File: src/rtl/lnk_pkg.sv
package lnk_pkg;

    localparam int WORD_W   = 32;
    localparam int SRC_W    = 4;
    localparam int TGT_W    = 4;
    localparam int CNT_W    = 8;
    localparam int IDX_W    = 4;
    localparam int NUM_FIFO = 4;
    localparam int FIFO_W   = $clog2(NUM_FIFO);
    localparam int PRIO_W   = FIFO_W;
    localparam int HDR_W    = SRC_W + TGT_W + CNT_W + IDX_W;
    localparam int TAG_W    = 8;
    localparam int PAD_W    = WORD_W - TAG_W - CNT_W;

    localparam logic [WORD_W-1:0] RPL_OK   = 32'hFFFF_0001;
    localparam logic [WORD_W-1:0] RPL_WAIT = 32'hFFFF_0002;
    localparam logic [TAG_W-1:0]  RPL_PART = 8'h80;

    // header fields, most significant first
    typedef struct packed {
        logic [SRC_W-1:0] src;
        logic [TGT_W-1:0] tgt;
        logic [CNT_W-1:0] cnt;
        logic [IDX_W-1:0] idx;
    } hdr_t;

    typedef struct packed {
        logic [WORD_W-1:0] word;
        logic [CNT_W-1:0]  accept;
        logic              go;
    } reply_t;

    typedef enum logic [2:0] {
        ST_IDLE,
        ST_CTRL,
        ST_REQ,
        ST_REPLY,
        ST_DATA
    } st_t;

    function automatic reply_t build_reply(input logic [CNT_W-1:0] cnt,
                                           input logic [CNT_W-1:0] room);
        reply_t r;
        if (cnt == '0) begin
            r.word   = RPL_OK;
            r.accept = '0;
            r.go     = 1'b0;
        end else if (room == '0) begin
            r.word   = RPL_WAIT;
            r.accept = '0;
            r.go     = 1'b0;
        end else if (room >= cnt) begin
            r.word   = RPL_OK;
            r.accept = cnt;
            r.go     = 1'b1;
        end else begin
            r.word   = {RPL_PART, {PAD_W{1'b0}}, room};
            r.accept = room;
            r.go     = 1'b1;
        end
        return r;
    endfunction

endpackage

File: src/rtl/lnk_hdr_reg.sv
module lnk_hdr_reg
    import lnk_pkg::*;
(
    input  logic             clk,
    input  logic             rst,
    input  logic             load,
    input  logic [HDR_W-1:0] hdr_bits,
    output hdr_t             hdr_q
);
    always_ff @(posedge clk) begin
        if (rst) begin
            hdr_q <= '0;
        end else if (load) begin
            hdr_q <= hdr_t'(hdr_bits);
        end
    end
endmodule

File: src/rtl/lnk_reply_unit.sv
module lnk_reply_unit
    import lnk_pkg::*;
(
    input  logic              clk,
    input  logic              rst,
    input  logic              load,
    input  logic [CNT_W-1:0]  cnt,
    input  logic [CNT_W-1:0]  room,
    input  logic [FIFO_W-1:0] fifo_in,
    output logic [WORD_W-1:0] reply_word,
    output logic [CNT_W-1:0]  accept,
    output logic              go,
    output logic [FIFO_W-1:0] fifo_q
);
    reply_t next_r;
    reply_t cur_r;

    always_comb begin
        next_r = build_reply(cnt, room);
    end

    always_ff @(posedge clk) begin
        if (rst) begin
            cur_r  <= '0;
            fifo_q <= '0;
        end else if (load) begin
            cur_r  <= next_r;
            fifo_q <= fifo_in;
        end
    end

    assign reply_word = cur_r.word;
    assign accept     = cur_r.accept;
    assign go         = cur_r.go;
endmodule

File: src/rtl/lnk_data_mover.sv
module lnk_data_mover
    import lnk_pkg::*;
(
    input  logic              clk,
    input  logic              rst,
    input  logic              start,
    input  logic [CNT_W-1:0]  accept,
    input  logic              active,
    input  logic              rx_valid,
    input  logic [WORD_W-1:0] rx_data,
    output logic              last,
    output logic              fifo_wr,
    output logic [WORD_W-1:0] fifo_data,
    output logic              rel_valid
);
    logic [CNT_W-1:0] remain;
    logic             take;

    assign take = active && rx_valid;
    assign last = take && (remain == CNT_W'(1));

    always_ff @(posedge clk) begin
        if (rst) begin
            remain    <= '0;
            fifo_wr   <= 1'b0;
            fifo_data <= '0;
            rel_valid <= 1'b0;
        end else begin
            fifo_wr   <= take;
            rel_valid <= last;
            if (take) begin
                fifo_data <= rx_data;
            end
            if (start) begin
                remain <= accept;
            end else if (take) begin
                remain <= remain - CNT_W'(1);
            end
        end
    end
endmodule

File: src/rtl/lnk_comm_unit.sv
module lnk_comm_unit
    import lnk_pkg::*;
(
    input  logic              clk,
    input  logic              rst,
    input  logic [PRIO_W-1:0] port_prio,
    input  logic              rx_valid,
    input  logic [WORD_W-1:0] rx_data,
    output logic              req_valid,
    output logic [SRC_W-1:0]  req_src,
    output logic [TGT_W-1:0]  req_tgt,
    output logic [CNT_W-1:0]  req_cnt,
    output logic [IDX_W-1:0]  req_idx,
    output logic [PRIO_W-1:0] req_prio,
    input  logic              gnt_valid,
    input  logic [FIFO_W-1:0] gnt_fifo,
    input  logic [CNT_W-1:0]  gnt_space,
    output logic              tx_valid,
    output logic [WORD_W-1:0] tx_data,
    output logic              fifo_wr,
    output logic [FIFO_W-1:0] fifo_sel,
    output logic [WORD_W-1:0] fifo_data,
    output logic              rel_valid,
    output logic [FIFO_W-1:0] rel_fifo
);
    st_t              st_q, st_d;
    hdr_t             hdr_q;
    logic             hdr_load;
    logic             zero_cnt;
    logic             reply_load;
    logic [CNT_W-1:0] accept;
    logic             go;
    logic             last;
    logic [FIFO_W-1:0] fifo_q;
    logic [WORD_W-1:0] reply_word;

    assign hdr_load   = (st_q == ST_IDLE) && rx_valid;
    assign zero_cnt   = (hdr_q.cnt == '0);
    assign reply_load = ((st_q == ST_CTRL) && zero_cnt) ||
                        ((st_q == ST_REQ) && gnt_valid);

    always_comb begin
        st_d = st_q;
        case (st_q)
            ST_IDLE:  if (rx_valid) st_d = ST_CTRL;
            ST_CTRL:  st_d = zero_cnt ? ST_REPLY : ST_REQ;
            ST_REQ:   if (gnt_valid) st_d = ST_REPLY;
            ST_REPLY: st_d = go ? ST_DATA : ST_IDLE;
            ST_DATA:  if (last) st_d = ST_IDLE;
            default:  st_d = ST_IDLE;
        endcase
    end

    always_ff @(posedge clk) begin
        if (rst) begin
            st_q <= ST_IDLE;
        end else begin
            st_q <= st_d;
        end
    end

    lnk_hdr_reg u_hdr (
        .clk      (clk),
        .rst      (rst),
        .load     (hdr_load),
        .hdr_bits (rx_data[WORD_W-1 -: HDR_W]),
        .hdr_q    (hdr_q)
    );

    lnk_reply_unit u_reply (
        .clk        (clk),
        .rst        (rst),
        .load       (reply_load),
        .cnt        (hdr_q.cnt),
        .room       (gnt_space),
        .fifo_in    (gnt_fifo),
        .reply_word (reply_word),
        .accept     (accept),
        .go         (go),
        .fifo_q     (fifo_q)
    );

    lnk_data_mover u_mover (
        .clk       (clk),
        .rst       (rst),
        .start     (st_q == ST_REPLY),
        .accept    (accept),
        .active    (st_q == ST_DATA),
        .rx_valid  (rx_valid),
        .rx_data   (rx_data),
        .last      (last),
        .fifo_wr   (fifo_wr),
        .fifo_data (fifo_data),
        .rel_valid (rel_valid)
    );

    assign req_valid = (st_q == ST_REQ);
    assign req_src   = hdr_q.src;
    assign req_tgt   = hdr_q.tgt;
    assign req_cnt   = hdr_q.cnt;
    assign req_idx   = hdr_q.idx;
    assign req_prio  = port_prio;
    assign tx_valid  = (st_q == ST_REPLY);
    assign tx_data   = reply_word;
    assign fifo_sel  = fifo_q;
    assign rel_fifo  = fifo_q;
endmodule

File: config.mk
export PLATFORM = sky130hd
export DESIGN_NAME = lnk_comm_unit
export DESIGN_NICKNAME = d
export VERILOG_FILES = /design/src/rtl/lnk_pkg.sv /design/src/rtl/lnk_hdr_reg.sv /design/src/rtl/lnk_reply_unit.sv /design/src/rtl/lnk_data_mover.sv /design/src/rtl/lnk_comm_unit.sv
export SDC_FILE = /design/constraint.sdc
export NUM_CORES = 1
export LEC_CHECK = 0
export BUFFER_PORTS_ARGS = -buffer_cell sky130_fd_sc_hd__buf_2
export CAP_MARGIN = 20
export CORE_ASPECT_RATIO = 0.9
export CORE_UTILIZATION = 44
export CTS_CLUSTER_DIAMETER = 120
export CTS_CLUSTER_SIZE = 40
export DETAILED_ROUTE_END_ITERATION = 8
export PLACE_DENSITY = 0.76
export SLEW_MARGIN = 15
export SYNTH_ARGS = -nofsm -noshare
export SYNTH_HDL_FRONTEND = slang
export SYNTH_SLANG_ARGS = --single-unit
export TNS_END_PERCENT = 50
File: constraint.sdc
create_clock -name clk -period 1.9 [get_ports clk]
set_input_delay 0.285 -clock clk [delete_from_list [all_inputs] [get_ports clk]]
set_output_delay 0.285 -clock clk [all_outputs]
set_load 0.01 [all_outputs]
==> summary.txt <==
Place
  • PortBufs: 129
  • Hpwl dp: 7.11 mm
  • Dpl cells: 667
  • GPL Wtd Cong: 0.833

Routing
  • Drc violations: 0
  • DR vias/cell: 5.15
  • Drt pass-1 iters: 5
  • Total Routed Length: 9.67 mm
  • Initial DRC Count: 146
  • Antenna-violating nets left: 0
  • DR vias: 3526
  • WL per Instance: between 10 and 15 um

Clock network
  • Max clock buf depth: 2
  • Root buf cell: clkbuf_8
  • CTS sink cnt: 86
  • Clk slew on worst S/H paths: approximately 90 ps
  • CTS Buf Count: 9
  • CTS tree: done
  • # H-tree levels: 3
  • Clk_lat worst skew: 350 ps

Floorplanning
  • Die Ht: 89.1 um
  • Die W: between 90 and 100 um
  • Initial Util: a little under half
  • Total core area: 8110 um2
  • Die Area: between 8000 and 9000 um2
  • Io pins: 142
  • Core Rows: 31

STA
  • RSZ-0062 raised after global routing: yes
  • Relative slew slack: 65.9%
  • Worst-Margin Slew: 506 ps
  • Max Slew Vio Count: 0
  • Hold WS: 165 ps
  • Endpoints failing hold: 0
  • Fmax: 516 MHz
  • Period utilisation layout: 102%
  • Worst setup margin: -39.6 ps
  • Setup Skew: 13.1 ps
  • Final-report setup violation count: 6
  • Final min period: approximately 1900 ps

Logic synthesis
  • Post-synth EDFFs: 0
  • Avg Cell Area, Syn: 8.33 um2
  • Mapped Area: 3700 um2
  • Cells after synthesis: roughly 450
  • Asr flop ratio synth: 0%
  • Register bit count reported by yosys: 86
  • Ys flop type: dfxtp_1
  • Yosys Warn Count: 0
  • Sequential area share after synthesis: 46.5%
  • Unique masters post-synth: 48

Layout
  • Layout Nets: 640
  • Antenna diodes: 0
  • Commonest non-fill, non-tap cell in the layout: buf_2
  • Layout area overhead: 31.6%
  • Utilization after layout: about 60%
  • Non-Filler Instances: 685
  • Most frequent cells in the layout: buf_2 (129), nand2_1 (111), dfxtp_1 (79), a21oi_1 (64), buf_4 (40)
  • Layout cell share with drive strength beyond 1: 38.2%

Global route
  • Vias in the first global route: between 3000 and 4000
  • Global-route wire length before repair: 15.4 mm
  • Total global routing overflow: 0
  • Largest net degree at the start of global routing: 35
  • Total GRT Usage: between 20% and 30%
  • Initial antenna violation count: 0

Power and ir drop
  • Max rail drop VDD: 0.531 mV
  • Leak: 2.19 nW
  • Cell Pwr Density: 816 nW/um2

Setup path
  • Crit Path Class: flop to flop
  • Crit path max fanout: 5
  • Data required, critical path: 2140 ps
  • Startpoint Class: flop
  • Worst setup EP type: flop
  • Crit path DAT: 2180 ps

Run status
  • Outcome: complete, but fails checks
  • Failing checks: negative setup slack

Hold path
  • Hold crit path type: input port to flop

Run
  • Max-Cap Viols: 0
## registers in the layout (all words and copies together), names as in the netlist
name	flops
u_hdr.hdr_q	20
u_mover.fifo_data	32
u_reply.accept	8
u_reply.go	1
u_reply.fifo_q	2
st_q	3
u_mover.fifo_wr	1
u_reply.reply_word	10
u_mover.remain	8
u_mover.rel_valid	1
## power breakdown
| part | leakage [nW] | total [mW] | switching [mW] | internal (mW) |
|---|---|---|---|---|
| logic | 1.39 | 0.778 | 0.428 | 0.351 |
| clock network | 0.100 | 1.27 | 0.645 | 0.627 |
| registers | 0.700 | 1.93 | 0.0576 | 1.87 |
| total | 2.19 | 3.98 | 1.13 | 2.85 |
## worst max-delay path: stages, from the launching register on
cell     delay (ps)
dfxtp_4         350
buf_4           150
or4_4           500
o21ai_4         270
nor3_4           80
buf_6           140
a221o_1         350
## logic make-up (layout without fill, tap and decap cells)
logic type	Yosys count	in the layout	share of synthesized area [%]
AO/OA/AOI/OAI	104	104	17.6
XOR/XNOR	1	1	0.236
adder cells (fa/ha/maj)	10	10	3.38
buffers and inverters	67	201	9.86
flip-flops	86	86	46.5
multiplexers	6	6	1.62
other	1	8	0.101
AND/OR/NAND/NOR	170	170	20.8
## layout make-up
cell class / count / area [um2]
fill: 697 / 3230
multi-input combinational: 299 / 1780
clock inverter: 3 / 25.0
clock buffer: 12 / 176
timing repair buffer: 172 / 980
inverter: 14 / 55.1
sequential: 86 / 1740
tap: 99 / 124
## per-stage QoR
step | total power, mW | setup TNS [ps] | instance area, um2 | setup slack, ps
2_1_floorplan | 2.47 | -260 | 3820 | -65.0
3_3_place_gp | 2.69 | -186 | 4570 | -47.5
3_5_place_dp | 2.71 | -852 | 4570 | -123
4_1_cts | 3.97 | -13.4 | 4800 | -13.4
5_1_grt | 4.17 | -1120 | 4880 | -86.7
6_report | 3.98 | -78.2 | 4880 | -39.6
## what timing repair did
action,in CTS,in global routing
hold buffers,0,0
gates resized for setup,7,15
setup buffers,0,2
pin swaps,3,4
cloned,1,0
endpoints found under the setup margin,15,18
## layer usage
metal  global-route usage, %  wire length [um]
met4                    8.14               150
met3                    5.63               603
met5                       0                 0
met2                    37.7              4720
met1                    27.7              4200
## final timing paths
kind	depth (start not counted)	slack [ps]	start	endpoint
worst max-delay path	6	-40	u_hdr.hdr_q[6]$_SDFFE_PP0P_	u_reply.accept[7]$_SDFFE_PP0P_
worst min-delay path	3	160	rx_data[11]	u_mover.fifo_data[11]$_SDFFE_PP0P_
worst max register to register	6	-40	u_hdr.hdr_q[6]$_SDFFE_PP0P_	u_reply.accept[7]$_SDFFE_PP0P_
worst min register to register	2	450	u_reply.reply_word[31]$_SDFFE_PP0P_	u_reply.reply_word[31]$_SDFFE_PP0P_
## synthesized netlist by cell type, drive strengths merged, types with 4 or more instances
cell type  instances  area, um2
nand2            111        417
dfxtp             86       1720
a21oi             67        339
buf               35        245
nor2              19       71.3
clkbuf            18       67.6
inv               14       52.6
ha                10        125
nor3              10       61.3
o21ai              9       56.3
a22o               6       52.6
mux2i              6       60.1
nor3b              5       37.5
or4                5       45.0
a221o              4       40.0
a221oi             4       35.0
a32oi              4       35.0
Power figures use the tool's default switching activity.
